$ cat src/rtl/zcd_pkg.sv
package zcd_pkg;
  localparam int ZCD_SET_W = 34;
  localparam int ZCD_TMR_W = 24;
  localparam logic [ZCD_SET_W-1:0] ZCD_POR_WORD = 34'h1_2345_6789;

  function automatic logic zcd_safe_point(input logic zc, input logic quiet,
                                          input logic expired);
    return zc | quiet | expired;
  endfunction
endpackage

$ cat src/rtl/zcd_hold_slot.sv
module zcd_hold_slot #(
  parameter int SET_W = 34
) (
  input  logic             clk,
  input  logic             rst_n,
  input  logic             load,
  input  logic [SET_W-1:0] word_in,
  input  logic             take,
  output logic             pend_q,
  output logic [SET_W-1:0] word_q
);
  always_ff @(posedge clk or negedge rst_n) begin
    if (!rst_n) begin
      pend_q <= 1'b0;
      word_q <= '0;
    end else if (load) begin
      pend_q <= 1'b1;
      word_q <= word_in;
    end else if (take) begin
      pend_q <= 1'b0;
    end
  end

  AST_LOAD_REPLACES: assert property (@(posedge clk) disable iff (!rst_n)
    load |=> (pend_q && word_q == $past(word_in)));
  AST_TAKE_CLEARS: assert property (@(posedge clk) disable iff (!rst_n)
    (take && !load) |=> !pend_q);
endmodule

$ cat src/rtl/zcd_wait_timer.sv
module zcd_wait_timer #(
  parameter int TMR_W = 24
) (
  input  logic             clk,
  input  logic             rst_n,
  input  logic             start,
  input  logic             stop,
  input  logic [TMR_W-1:0] load_val,
  output logic             expired
);
  logic             run_q;
  logic [TMR_W-1:0] cnt_q;

  always_ff @(posedge clk or negedge rst_n) begin
    if (!rst_n) begin
      run_q <= 1'b0;
      cnt_q <= '0;
    end else if (start) begin
      run_q <= 1'b1;
      cnt_q <= load_val;
    end else if (stop) begin
      run_q <= 1'b0;
    end else if (run_q && cnt_q != '0) begin
      cnt_q <= cnt_q - 1'b1;
    end
  end

  assign expired = run_q && (cnt_q == '0);

  AST_TMR_LOADS: assert property (@(posedge clk) disable iff (!rst_n)
    start |=> (run_q && cnt_q == $past(load_val)));
  AST_TMR_CANCEL: assert property (@(posedge clk) disable iff (!rst_n)
    (stop && !start) |=> !run_q);
endmodule

$ cat src/rtl/zcd_commit_gate.sv
module zcd_commit_gate
  import zcd_pkg::*;
#(
  parameter int SET_W = ZCD_SET_W,
  parameter int TMR_W = ZCD_TMR_W,
  parameter logic [SET_W-1:0] RESET_WORD = SET_W'(ZCD_POR_WORD)
) (
  input  logic             clk,
  input  logic             rst_n,
  input  logic             upd_valid,
  output logic             upd_ready,
  input  logic [SET_W-1:0] upd_word,
  input  logic             zc_pulse,
  input  logic             no_signal,
  input  logic             ce_fall,
  input  logic [TMR_W-1:0] tmo_cycles,
  input  logic             supply_low,
  output logic [SET_W-1:0] active_word,
  output logic             applied,
  output logic             mute
);
  logic             upd_fire;
  logic             pend_q;
  logic [SET_W-1:0] pend_word;
  logic             tmr_expired;
  logic             commit;
  logic             tmr_start;
  logic             tmr_stop;

  assign upd_ready = 1'b1;
  assign upd_fire  = upd_valid & upd_ready;
  assign commit    = pend_q & ~upd_fire &
                     zcd_safe_point(zc_pulse, no_signal, tmr_expired);
  assign tmr_start = ce_fall & (upd_fire | (pend_q & ~commit));
  assign tmr_stop  = commit | upd_fire;

  zcd_hold_slot #(.SET_W(SET_W)) slot_i (
    .clk     (clk),
    .rst_n   (rst_n),
    .load    (upd_fire),
    .word_in (upd_word),
    .take    (commit),
    .pend_q  (pend_q),
    .word_q  (pend_word)
  );

  zcd_wait_timer #(.TMR_W(TMR_W)) timer_i (
    .clk      (clk),
    .rst_n    (rst_n),
    .start    (tmr_start),
    .stop     (tmr_stop),
    .load_val (tmo_cycles),
    .expired  (tmr_expired)
  );

  always_ff @(posedge clk or negedge rst_n) begin
    if (!rst_n) begin
      active_word <= RESET_WORD;
      applied     <= 1'b0;
      mute        <= 1'b0;
    end else begin
      applied <= commit;
      mute    <= supply_low;
      if (commit) active_word <= pend_word;
    end
  end

  AST_APPLIED_SINGLE: assert property (@(posedge clk) disable iff (!rst_n)
    applied |=> !applied);
  AST_ACTIVE_HELD: assert property (@(posedge clk) disable iff (!rst_n)
    !applied |-> $stable(active_word));
  AST_EXPIRY_COMMITS: assert property (@(posedge clk) disable iff (!rst_n)
    (tmr_expired && !upd_valid) |=> applied);
  AST_LOAD_WINS: assert property (@(posedge clk) disable iff (!rst_n)
    (upd_valid && (zc_pulse || no_signal)) |=> !applied);
  AST_MUTE_FOLLOWS: assert property (@(posedge clk) disable iff (!rst_n)
    supply_low |=> mute);
endmodule

$ cat config.mk
export PLATFORM = sky130hd
export DESIGN_NAME = zcd_commit_gate
export DESIGN_NICKNAME = d
export VERILOG_FILES = /design/src/rtl/zcd_pkg.sv /design/src/rtl/zcd_hold_slot.sv /design/src/rtl/zcd_wait_timer.sv /design/src/rtl/zcd_commit_gate.sv
export SDC_FILE = /design/constraint.sdc
export NUM_CORES = 1
export LEC_CHECK = 0
export BUFFER_PORTS_ARGS = -buffer_cell sky130_fd_sc_hd__buf_2
export CELL_PAD_IN_SITES_DETAIL_PLACEMENT = 1
export CELL_PAD_IN_SITES_GLOBAL_PLACEMENT = 1
export CORE_AREA = 2 2 104 106
export DETAILED_ROUTE_END_ITERATION = 8
export DIE_AREA = 0 0 106 108
export GPL_ROUTABILITY_DRIVEN = 0
export GPL_TIMING_DRIVEN = 0
export MAX_ROUTING_LAYER = met4
export PLACE_DENSITY = 0.77
export SLEW_MARGIN = 30
export SYNTH_ARGS = -nofsm -noshare
export SYNTH_HDL_FRONTEND = slang
export SYNTH_SLANG_ARGS = --single-unit
export TNS_END_PERCENT = 10
$ cat constraint.sdc
create_clock -name clk -period 3.25 [get_ports clk]
set_clock_uncertainty 0.05 [all_clocks]
set_input_delay 0.65 -clock clk [delete_from_list [all_inputs] [get_ports clk]]
set_output_delay 0.65 -clock clk [all_outputs]
set_load 0.02 [all_outputs]
== After elaboration in Yosys (flattened, before gate mapping) ==
Index checks and enable logic that the tools add are counted.

* Register bits: 96
* Input bits: 65
* Logic and storage cells: 34

* Add/sub/neg operators: 1
* Equality and inequality tests: 1
* Mux-type cells: 7
* Bitwise logic cells: 10
* Reductions and logical operators: 8

{| class="wikitable"
|+ Operators by type and width
! kind !! count
|-
| $mux W24 || 3
|-
| $logic_not A24 Y1 || 1
|-
| $reduce_bool A24 Y1 || 1
|-
| $sub A24 B1 Y24 const B || 1
|-
| $reduce_bool A2 Y1 || 3
|-
| $and A1 B1 Y1 || 4
|-
| $mux W1 || 4
|-
| $or A1 B1 Y1 || 4
|-
| $logic_and A1 B1 Y1 || 2
|-
| $ne A2 B1 Y1 const B || 1
|-
| $not A1 Y1 || 2
|-
| $reduce_and A2 Y1 || 1
|}

== Logic depth before layout (Yosys ltp) ==
Gate-level depths: netlist of the first run.

* Word-level depth: 10
* Mapped depth: 9
* Depth with buffers taken out: 7

== Modules after synthesis ==
From an unflattened synthesis of the first run, not the netlist that was laid out.

* Cell total of the unflattened synthesis: 351
* Area total of the unflattened synthesis: 4,714.5 um2

{| class="wikitable"
|+ By module, submodules not included
! module !! instances !! cells each !! area an instance (um2) !! sequential area each (um2)
|-
| zcd_wait_timer || 1 || 195 || 1,734.2 || 625.6
|-
| zcd_commit_gate || 1 || 81 || 1,530.2 || 919.6
|-
| zcd_hold_slot || 1 || 75 || 1,450.1 || 875.8
|}

== Worst setup path after synthesis of the first run ==
No wires, ideal clock.

* Path type: register to register
* From: register timer_i.cnt_q[0]
* To: register active_word[11]
* Data arrival time: 2.444 ns
* Required time: 3.075 ns
* Path slack: 0.631 ns
* Cell stages (with the launch flop): 10
* Cells stage by stage: dfrtp_1 -> inv_1 -> ha_1 -> or4b_4 -> and4b_1 -> buf_6 -> a311oi_4 -> nor3b_4 -> buf_6 -> mux2_2

* Word-level cells in the longest chain between the ends: 4

{| class="wikitable"
|+ Ends and longest elaborated chain
! item !! RTL line !! RTL
|-
| start, declared || zcd_wait_timer.sv:12 || <nowiki>logic [TMR_W-1:0] cnt_q;</nowiki>
|-
| start signal, assigned || zcd_wait_timer.sv:20 || <nowiki>cnt_q <= load_val;</nowiki>
|-
| start signal, assigned || zcd_wait_timer.sv:24 || <nowiki>cnt_q <= cnt_q - 1'b1;</nowiki>
|-
| $logic_not A24 Y1 || zcd_wait_timer.sv:28 || <nowiki>assign expired = run_q && (cnt_q == '0);</nowiki>
|-
| $logic_and A1 B1 Y1 || zcd_wait_timer.sv:28 ||
|-
| $or A1 B1 Y1 || zcd_pkg.sv:8 || <nowiki>return zc | quiet | expired;</nowiki>
|-
| $and A1 B1 Y1 || zcd_commit_gate.sv:32 || <nowiki>assign commit = pend_q & ~upd_fire &</nowiki>
|-
| end signal, assigned || zcd_commit_gate.sv:64 || <nowiki>if (commit) active_word <= pend_word;</nowiki>
|-
| end, declared || zcd_commit_gate.sv:18 || <nowiki>output logic [SET_W-1:0] active_word,</nowiki>
|}

Every way passes these cells.
A chain may end at the register's enable or synchronous reset.

== Worst setup path after layout of the first run ==
* From: register timer_i.cnt_q[0]
* To: register active_word[6]

Same word-level chain as after synthesis.

==> results of run 1 <==
## logic make-up (layout without fill, tap and decap cells)
family | count (synthesis) | in the layout | synth area share (%)
DFF | 96 | 96 | 57.2
and+or+nand+nor | 78 | 78 | 9.85
muxes | 68 | 68 | 18.1
AOI/OAI and AO/OA | 54 | 54 | 8.61
buffers and inverters | 22 | 139 | 2.84
xor gates and xnor gates | 13 | 13 | 2.69
adders and majority gates | 2 | 2 | 0.591
other | 1 | 1 | 0.0886
## synth_stat cells (3+ instances only)
master and n:
sky130_fd_sc_hd__dfstp_2 15, sky130_fd_sc_hd__nor4_1 7, sky130_fd_sc_hd__a31oi_1 5, sky130_fd_sc_hd__o21ai_0 18, sky130_fd_sc_hd__or3_1 7, sky130_fd_sc_hd__or4_1 3, sky130_fd_sc_hd__dfrtp_1 81, sky130_fd_sc_hd__clkbuf_1 12
sky130_fd_sc_hd__nor2_1 19, sky130_fd_sc_hd__nor4b_1 3, sky130_fd_sc_hd__mux2_1 6, sky130_fd_sc_hd__o31ai_1 5, sky130_fd_sc_hd__buf_6 4, sky130_fd_sc_hd__o41ai_1 3, sky130_fd_sc_hd__a21oi_1 9, sky130_fd_sc_hd__xnor2_1 13
sky130_fd_sc_hd__nor3_1 4, sky130_fd_sc_hd__nand2_1 20, sky130_fd_sc_hd__nand4_1 3, sky130_fd_sc_hd__mux2_2 62, sky130_fd_sc_hd__buf_2 3, sky130_fd_sc_hd__nand3_1 4
## area by class of cell
type                            instances  share of cell area (%)
Buffer                                 20                    2.20
Clock buffer                            9                    2.42
Clock inverter                          7                    1.27
Inverter                                2                   0.147
Multi-Input combinational cell        216                    33.0
Sequential cell                        96                    47.3
Tap cell                              136                    3.32
Timing Repair Buffer                  101                    10.4
## metrics by stage
step / total power, W / instance area, um2 / util (%) / setup WS [ns] / hold slack [ns]
6_report: 0.00292 / 5120 / 50.1 / 0.347 / 0.101
5_1_grt: 0.00309 / 5120 / 50.1 / 0.209 / 0.103
4_1_cts: 0.00297 / 5120 / 50.1 / 0.314 / 0.0882
3_5_place_dp: 0.00221 / 4930 / 48.2 / 0.320 / 0.421
3_3_place_gp: 0.00216 / 4900 / 47.9 / 0.344 / 0.416
2_1_floorplan: 0.00194 / 4230 / - / 0.631 / 0.304
## state kept, by name (all words and copies together), names as in the netlist
register	count
active_word	34
slot_i.word_q	34
timer_i.cnt_q	24
applied	1
mute	1
slot_i.pend_q	1
timer_i.run_q	1
## cells in the final DEF (no fill, tap or decap), drive strengths merged, types with 4 or more instances in the layout
cell,instances
dfstp,15
o21ai,18
nand2,20
nor4,7
nor3,4
a21oi,9
o31ai,5
nor2,19
or3,7
nand3,4
buf,109
mux2,68
a31oi,5
inv,5
xnor2,13
clkbuf,21
dfrtp,81
## worst max-delay path by stage
stage / slack, ns / startpoint / endpoint / cells past startpoint
after CTS: 0.31 / timer_i.cnt_q[0] / active_word[6] / 9
after global placement: 0.34 / timer_i.cnt_q[0] / active_word[4] / 9
final: 0.35 / timer_i.cnt_q[0] / active_word[6] / 9
after global routing: 0.21 / timer_i.cnt_q[0] / active_word[1] / 9
after detailed placement: 0.32 / timer_i.cnt_q[0] / active_word[21] / 9
after floorplan: 0.63 / timer_i.cnt_q[0] / active_word[11] / 9
## layer usage
metal | global-route usage [%] | vias up | wire [um]
met1 | 23.3 | 1515 | 4300
met2 | 34.1 | 62 | 5280
met3 | 3.07 | 12 | 393
met5 | - | - | 0
met4 | 6.02 | 0 | 159
li1 | - | 1422 | -
## power by group through the flow
stage / logic, W / registers (W) / clock network [W]
after floorplan: 0.000274 / 0.00166 / 0
after global placement: 0.000618 / 0.00154 / 0
after detailed placement: 0.000649 / 0.00156 / 0
after CTS: 0.000651 / 0.00153 / 0.000781
after global routing: 0.000697 / 0.00156 / 0.000827
final: 0.000637 / 0.00153 / 0.000750
==> impl_metrics.xml, run 1 <==
<?xml version="1.0" encoding="UTF-8"?>
<metrics>
  <group name="finish">
    <metric name="layout-drive-gt1-share" unit="%">46.3</metric>
    <metric name="multi_input_area" unit="um2">1690</metric>
    <metric name="non_filler_instance_count_after_layout" unit="">587</metric>
    <metric name="seq_area" unit="um2">2420</metric>
    <metric name="num_antenna_cells" unit="">0</metric>
    <metric name="synthToLayoutAreaGrowth" unit="%">21.1</metric>
    <metric name="final_net_count" unit="">513</metric>
    <metric name="num-fill-cells" unit="">1120</metric>
  </group>
  <group name="sta">
    <metric name="fin_crit" unit="ns">2.90</metric>
    <metric name="report.final.slew_viol_count" unit="">0</metric>
    <metric name="headroom_to_the_max_slew_limit" unit="%">38.0</metric>
    <metric name="hold_violations" unit="">0</metric>
    <metric name="pin_slew_with_the_least_headroom_to_its_limit" unit="ns">0.923</metric>
    <metric name="grt_setup_unrepaired" unit="">no</metric>
    <metric name="maxClockFrequency" unit="MHz">344</metric>
    <metric name="setup_tns" unit="ns">0</metric>
    <metric name="finalCritPeriodShare" unit="%">89.3</metric>
    <metric name="finalSetupViolations" unit="">0</metric>
  </group>
  <group name="worst_setup_path">
    <metric name="slowest_delay" unit="ns">0.48</metric>
    <metric name="worst-setup-path-type" unit="">flop to flop</metric>
    <metric name="crit_chain" unit="">inv_1, ha_1, or4b_4, and4b_1, buf_6, a311oi_4, nor3b_4, buf_6, mux2_2</metric>
    <metric name="cp_common_cell" unit="">sky130_fd_sc_hd__buf_6</metric>
    <metric name="start_kind" unit="">flop</metric>
    <metric name="reg2reg_slack" unit="ns">0.35</metric>
    <metric name="critical_path_peak_fanout" unit="">10</metric>
    <metric name="slowest_cp_cell" unit="">sky130_fd_sc_hd__or4b_4</metric>
    <metric name="critical_path.top_delay_family" unit="">simple AND/OR/NAND/NOR gates</metric>
    <metric name="crit-reg2reg-capture" unit="">active_word[6]</metric>
    <metric name="r2r-start" unit="">timer_i.cnt_q[0]</metric>
    <metric name="critical_path_buf_inv_count" unit="">3</metric>
    <metric name="critical_path.endpoint_type" unit="">flop</metric>
    <metric name="critPathRequiredTime" unit="ns">3.44</metric>
    <metric name="crit_arrival" unit="ns">3.10</metric>
    <metric name="worst-r2r-cell-count" unit="">9</metric>
  </group>
  <group name="die">
    <metric name="fp-row-count" unit="">37</metric>
    <metric name="io_pins" unit="">102</metric>
    <metric name="start_util" unit="%">41.3</metric>
    <metric name="die_width" unit="um">106</metric>
    <metric name="core-area" unit="um2">10200</metric>
    <metric name="dieArea" unit="um2">11400</metric>
    <metric name="die_h" unit="um">108</metric>
  </group>
  <group name="drt">
    <metric name="wl" unit="mm">10.1</metric>
    <metric name="drc" unit="">0</metric>
    <metric name="ant_nets" unit="">0</metric>
    <metric name="route.detailed.vias_per_inst" unit="">5.13</metric>
    <metric name="vias" unit="">3011</metric>
    <metric name="drt_iter0_drc" unit="">74</metric>
    <metric name="detail_routed_net_length_per_standard_cell" unit="um">17.3</metric>
    <metric name="dr.pass1.iters" unit="">4</metric>
  </group>
  <group name="global_route">
    <metric name="via_count_of_the_first_global_routing_pass" unit="">3412</metric>
    <metric name="antenna_found_initial" unit="">0</metric>
    <metric name="grt_util_all_layers" unit="%">19.5</metric>
    <metric name="largest_net_degree_at_the_start_of_global_routing" unit="">69</metric>
    <metric name="grt.overflow.total" unit="">0</metric>
    <metric name="grt_first_pass_wirelength" unit="mm">16.8</metric>
  </group>
  <group name="power">
    <metric name="internal_power" unit="W">0.00199</metric>
    <metric name="reported_net_switching_power" unit="W">0.000924</metric>
    <metric name="power.share.switching" unit="%">31.6</metric>
    <metric name="power_density" unit="nW/um2">570</metric>
    <metric name="power_frac_comb" unit="%">21.8</metric>
    <metric name="power_frac_clock" unit="%">25.7</metric>
    <metric name="ir_worst_vdd" unit="uV">267</metric>
    <metric name="cellLeakagePower" unit="nW">2.19</metric>
    <metric name="part_of_the_power_in_registers" unit="%">52.5</metric>
  </group>
  <group name="cts">
    <metric name="cts_tree" unit="">built</metric>
    <metric name="holdBufCountCts" unit="">0</metric>
    <metric name="clkTransAtPathRegs" unit="ns">0.10</metric>
    <metric name="post_cts_buffers" unit="">0</metric>
    <metric name="cts_inserted_buffers" unit="">9</metric>
    <metric name="clk_path_buf_depth" unit="">2</metric>
    <metric name="cts_resized" unit="">0</metric>
    <metric name="insertion_delay" unit="ns">0.36</metric>
    <metric name="clk_root_buffer_cell" unit="">sky130_fd_sc_hd__clkbuf_8</metric>
    <metric name="htreeDepth" unit="">3</metric>
    <metric name="clock_sinks" unit="">96</metric>
  </group>
  <group name="yosys">
    <metric name="post-synth-top-area-cell" unit="">sky130_fd_sc_hd__dfrtp_1</metric>
    <metric name="netlist_area" unit="um2">4230</metric>
    <metric name="syn_inst" unit="">334</metric>
    <metric name="netlist-cell-type-count" unit="">42</metric>
    <metric name="postSynth.topFlopCell" unit="">sky130_fd_sc_hd__dfrtp_1</metric>
    <metric name="net_count_after_synthesis" unit="">401</metric>
    <metric name="synthTopCellsByArea" unit="">sky130_fd_sc_hd__dfrtp_1, sky130_fd_sc_hd__mux2_2, sky130_fd_sc_hd__dfstp_2</metric>
    <metric name="post-synth-top-area-fraction" unit="%">47.9</metric>
    <metric name="synth-edff-count" unit="">0</metric>
    <metric name="postSynth.asyncResetShare" unit="%">100</metric>
    <metric name="syn_avg_cell_area" unit="um2">12.7</metric>
    <metric name="yosys_register_bits" unit="">96</metric>
    <metric name="yosys_warnings" unit="">0</metric>
    <metric name="yosysSeqAreaShare" unit="%">57.2</metric>
  </group>
  <group name="run">
    <metric name="max_cap_violations" unit="">0</metric>
  </group>
  <group name="place">
    <metric name="place.detailed.hpwl" unit="mm">7.59</metric>
    <metric name="place.port_buffers" unit="">100</metric>
    <metric name="place.detailed.instances" unit="">571</metric>
  </group>
  <group name="status">
    <metric name="run_status" unit="">completed</metric>
  </group>
  <group name="worst_hold_path">
    <metric name="worst_hold_path_type" unit="">primary input to async pin</metric>
  </group>
</metrics>
No activity file was read; power rests on OpenSTA's default activity.
==> run 2, diff against run 1 <==
--- a/config.mk
+++ b/config.mk
@@ -8,13 +8,13 @@
 export BUFFER_PORTS_ARGS = -buffer_cell sky130_fd_sc_hd__buf_2
 export CELL_PAD_IN_SITES_DETAIL_PLACEMENT = 1
 export CELL_PAD_IN_SITES_GLOBAL_PLACEMENT = 1
-export CORE_AREA = 2 2 104 106
+export CORE_AREA = 2 2 99 101
 export DETAILED_ROUTE_END_ITERATION = 8
-export DIE_AREA = 0 0 106 108
+export DIE_AREA = 0 0 101 103
 export GPL_ROUTABILITY_DRIVEN = 0
 export GPL_TIMING_DRIVEN = 0
 export MAX_ROUTING_LAYER = met4
-export PLACE_DENSITY = 0.77
+export PLACE_DENSITY = 0.84
 export SLEW_MARGIN = 30
 export SYNTH_ARGS = -nofsm -noshare
 export SYNTH_HDL_FRONTEND = slang
==> constraint.sdc (replaced) <==
create_clock -name clk -period 3.8 [get_ports clk]
set_clock_uncertainty 0.05 [all_clocks]
set_input_delay 0.76 -clock clk [delete_from_list [all_inputs] [get_ports clk]]
set_output_delay 0.76 -clock clk [all_outputs]
set_load 0.02 [all_outputs]
==> impl_metrics.xml, run 2 (synthesis results as in run 1) <==
<?xml version="1.0" encoding="UTF-8"?>
<metrics>
  <group name="cts">
    <metric name="clk_root_buffer_cell" unit="">sky130_fd_sc_hd__clkbuf_8</metric>
    <metric name="cts_tree" unit="">built</metric>
    <metric name="clk_path_buf_depth" unit="">2</metric>
    <metric name="cts_inserted_buffers" unit="">9</metric>
    <metric name="clkTransAtPathRegs" unit="ns">0.09</metric>
    <metric name="holdBufCountCts" unit="">0</metric>
    <metric name="insertion_delay" unit="ns">0.37</metric>
    <metric name="htreeDepth" unit="">3</metric>
    <metric name="post_cts_buffers" unit="">0</metric>
    <metric name="clock_sinks" unit="">96</metric>
    <metric name="cts_resized" unit="">0</metric>
  </group>
  <group name="sta">
    <metric name="fin_ws" unit="ns">0.932</metric>
    <metric name="finalSetupViolations" unit="">0</metric>
    <metric name="grt_setup_unrepaired" unit="">no</metric>
    <metric name="finalCritPeriodShare" unit="%">75.5</metric>
    <metric name="maxClockFrequency" unit="MHz">349</metric>
    <metric name="hold_violations" unit="">0</metric>
    <metric name="fin_crit" unit="ns">2.87</metric>
    <metric name="whs" unit="ns">0.255</metric>
    <metric name="report.final.slew_viol_count" unit="">0</metric>
    <metric name="headroom_to_the_max_slew_limit" unit="%">47.1</metric>
    <metric name="pin_slew_with_the_least_headroom_to_its_limit" unit="ns">0.787</metric>
    <metric name="setup_tns" unit="ns">0</metric>
  </group>
  <group name="global_route">
    <metric name="antenna_found_initial" unit="">0</metric>
    <metric name="grt.overflow.total" unit="">0</metric>
    <metric name="grt_util_all_layers" unit="%">21.3</metric>
    <metric name="largest_net_degree_at_the_start_of_global_routing" unit="">54</metric>
    <metric name="use_met2" unit="%">35.4</metric>
    <metric name="via_count_of_the_first_global_routing_pass" unit="">3286</metric>
    <metric name="grt_first_pass_wirelength" unit="mm">16.5</metric>
    <metric name="global_route.peak_usage_layer" unit="">met2</metric>
    <metric name="grtUsageMet1" unit="%">25.9</metric>
    <metric name="grt_use_met3" unit="%">3.12</metric>
  </group>
  <group name="power">
    <metric name="power_frac_clock" unit="%">25.6</metric>
    <metric name="power.share.switching" unit="%">31.7</metric>
    <metric name="cellLeakagePower" unit="nW">2.19</metric>
    <metric name="power_density" unit="nW/um2">490</metric>
    <metric name="part_of_the_power_in_registers" unit="%">52.5</metric>
    <metric name="reported_net_switching_power" unit="W">0.000791</metric>
    <metric name="power_frac_comb" unit="%">21.9</metric>
    <metric name="ir_worst_vdd" unit="uV">185</metric>
    <metric name="internal_power" unit="W">0.00171</metric>
  </group>
  <group name="worst_setup_path">
    <metric name="critPathRequiredTime" unit="ns">4.00</metric>
    <metric name="worst-setup-path-type" unit="">flop to flop</metric>
    <metric name="start_kind" unit="">flop</metric>
    <metric name="critical_path.endpoint_type" unit="">flop</metric>
    <metric name="timing.critical_path.from" unit="">timer_i.cnt_q[0]</metric>
    <metric name="critical_path_peak_fanout" unit="">10</metric>
    <metric name="r2r-start" unit="">timer_i.cnt_q[0]</metric>
    <metric name="crit_arrival" unit="ns">3.07</metric>
  </group>
  <group name="finish">
    <metric name="finalCoreUtilization" unit="%">53.9</metric>
    <metric name="synthToLayoutAreaGrowth" unit="%">20.5</metric>
    <metric name="non_filler_instance_count_after_layout" unit="">566</metric>
    <metric name="final_net_count" unit="">513</metric>
    <metric name="layout_commonest_cell" unit="">sky130_fd_sc_hd__buf_2</metric>
    <metric name="largestRegisters" unit="">active_word (34), slot_i.word_q (34), timer_i.cnt_q (24)</metric>
    <metric name="layout.cells.most_common_list" unit="">sky130_fd_sc_hd__buf_2, sky130_fd_sc_hd__dfrtp_1, sky130_fd_sc_hd__mux2_2</metric>
    <metric name="num-fill-cells" unit="">1053</metric>
    <metric name="layout-drive-gt1-share" unit="%">46.3</metric>
  </group>
  <group name="run">
    <metric name="max_cap_violations" unit="">0</metric>
  </group>
  <group name="die">
    <metric name="start_util" unit="%">44.7</metric>
    <metric name="io_pins" unit="">102</metric>
    <metric name="die_h" unit="um">103</metric>
    <metric name="die_width" unit="um">101</metric>
    <metric name="fp-row-count" unit="">36</metric>
    <metric name="dieArea" unit="um2">10400</metric>
    <metric name="core-area" unit="um2">9460</metric>
  </group>
  <group name="drt">
    <metric name="ant_nets" unit="">0</metric>
    <metric name="dr.pass1.iters" unit="">4</metric>
    <metric name="wl" unit="mm">10.1</metric>
    <metric name="drt_iter0_drc" unit="">114</metric>
    <metric name="detail_routed_net_length_per_standard_cell" unit="um">17.8</metric>
    <metric name="vias" unit="">3102</metric>
    <metric name="drc" unit="">0</metric>
    <metric name="route.detailed.vias_per_inst" unit="">5.48</metric>
  </group>
  <group name="place">
    <metric name="place.port_buffers" unit="">100</metric>
    <metric name="place.detailed.instances" unit="">549</metric>
    <metric name="place.detailed.hpwl" unit="mm">7.38</metric>
    <metric name="detailedPlace.worstSlack" unit="ns">0.896</metric>
  </group>
  <group name="status">
    <metric name="run_status" unit="">completed</metric>
  </group>
  <group name="worst_hold_path">
    <metric name="worst_hold_path_type" unit="">primary input to async pin</metric>
  </group>
</metrics>
[run 2: cell count changes in the layout (fill, tap and decap cells not counted), sizes merged]
cell      change
clkinv        +3
diode         +1
clkinvlp      -2
inv           -1
[run 2: worst paths after layout]
check                           cells after the start         endpoint  slack [ns]
worst max-delay path                                9   active_word[4]        0.93
worst min-delay path                                1             mute        0.25
worst max register to register                      9   active_word[4]        0.93
worst min register to register                      1   active_word[9]        0.44
max in group asynchronous                           2  active_word[24]        2.79
min in group clk                                    1   active_word[9]        0.44
[run 2: worst max-delay path, stage by stage (launching register included)]
cell                       delay [ns]
sky130_fd_sc_hd__dfrtp_1         0.42
sky130_fd_sc_hd__inv_1           0.09
sky130_fd_sc_hd__ha_1            0.15
sky130_fd_sc_hd__or4b_4          0.48
sky130_fd_sc_hd__and4b_1         0.28
sky130_fd_sc_hd__buf_6           0.15
sky130_fd_sc_hd__a311oi_4        0.11
sky130_fd_sc_hd__nor3b_4         0.45
sky130_fd_sc_hd__buf_6           0.23
sky130_fd_sc_hd__mux2_2          0.35
[run 2: layer usage]
metal  routed length, um  up-vias
met1                4340     1564
met4                 205        0
met2                5150       94
li1                    -     1427
met5                   0        -
met3                 397       17
[run 2: power by group through the flow]
| stage | Clock [W] | Combinational [W] | Sequential, W |
|---|---|---|---|
| 3_3_place_gp | 0 | 0.000525 | 0.00131 |
| 2_1_floorplan | 0 | 0.000234 | 0.00142 |
| 4_1_cts | 0.000660 | 0.000556 | 0.00131 |
| 5_1_grt | 0.000702 | 0.000596 | 0.00134 |
| 3_5_place_dp | 0 | 0.000551 | 0.00133 |
| 6_report | 0.000640 | 0.000546 | 0.00131 |
[run 2: through the flow]
stage | total power (W) | instance area, um2
after CTS | 0.00253 | 5100
after floorplan | 0.00166 | 4230
after global placement | 0.00184 | 4870
final | 0.00250 | 5100
after global routing | 0.00264 | 5100
after detailed placement | 0.00188 | 4910
[run 2: layout make-up]
type                    instances  area (um2)  share of cell area, %
plain buffers                  20         113                   2.21
flip-flops and latches         96        2420                   47.5
diodes                          1        2.50                 0.0491
well taps                     114         143                   2.80
clock inverters                 7        65.1                   1.28
inverters                       2        7.51                  0.147
repair buffers                101         534                   10.5
multi-input cells             216        1690                   33.1
clock buffers                   9         124                   2.43
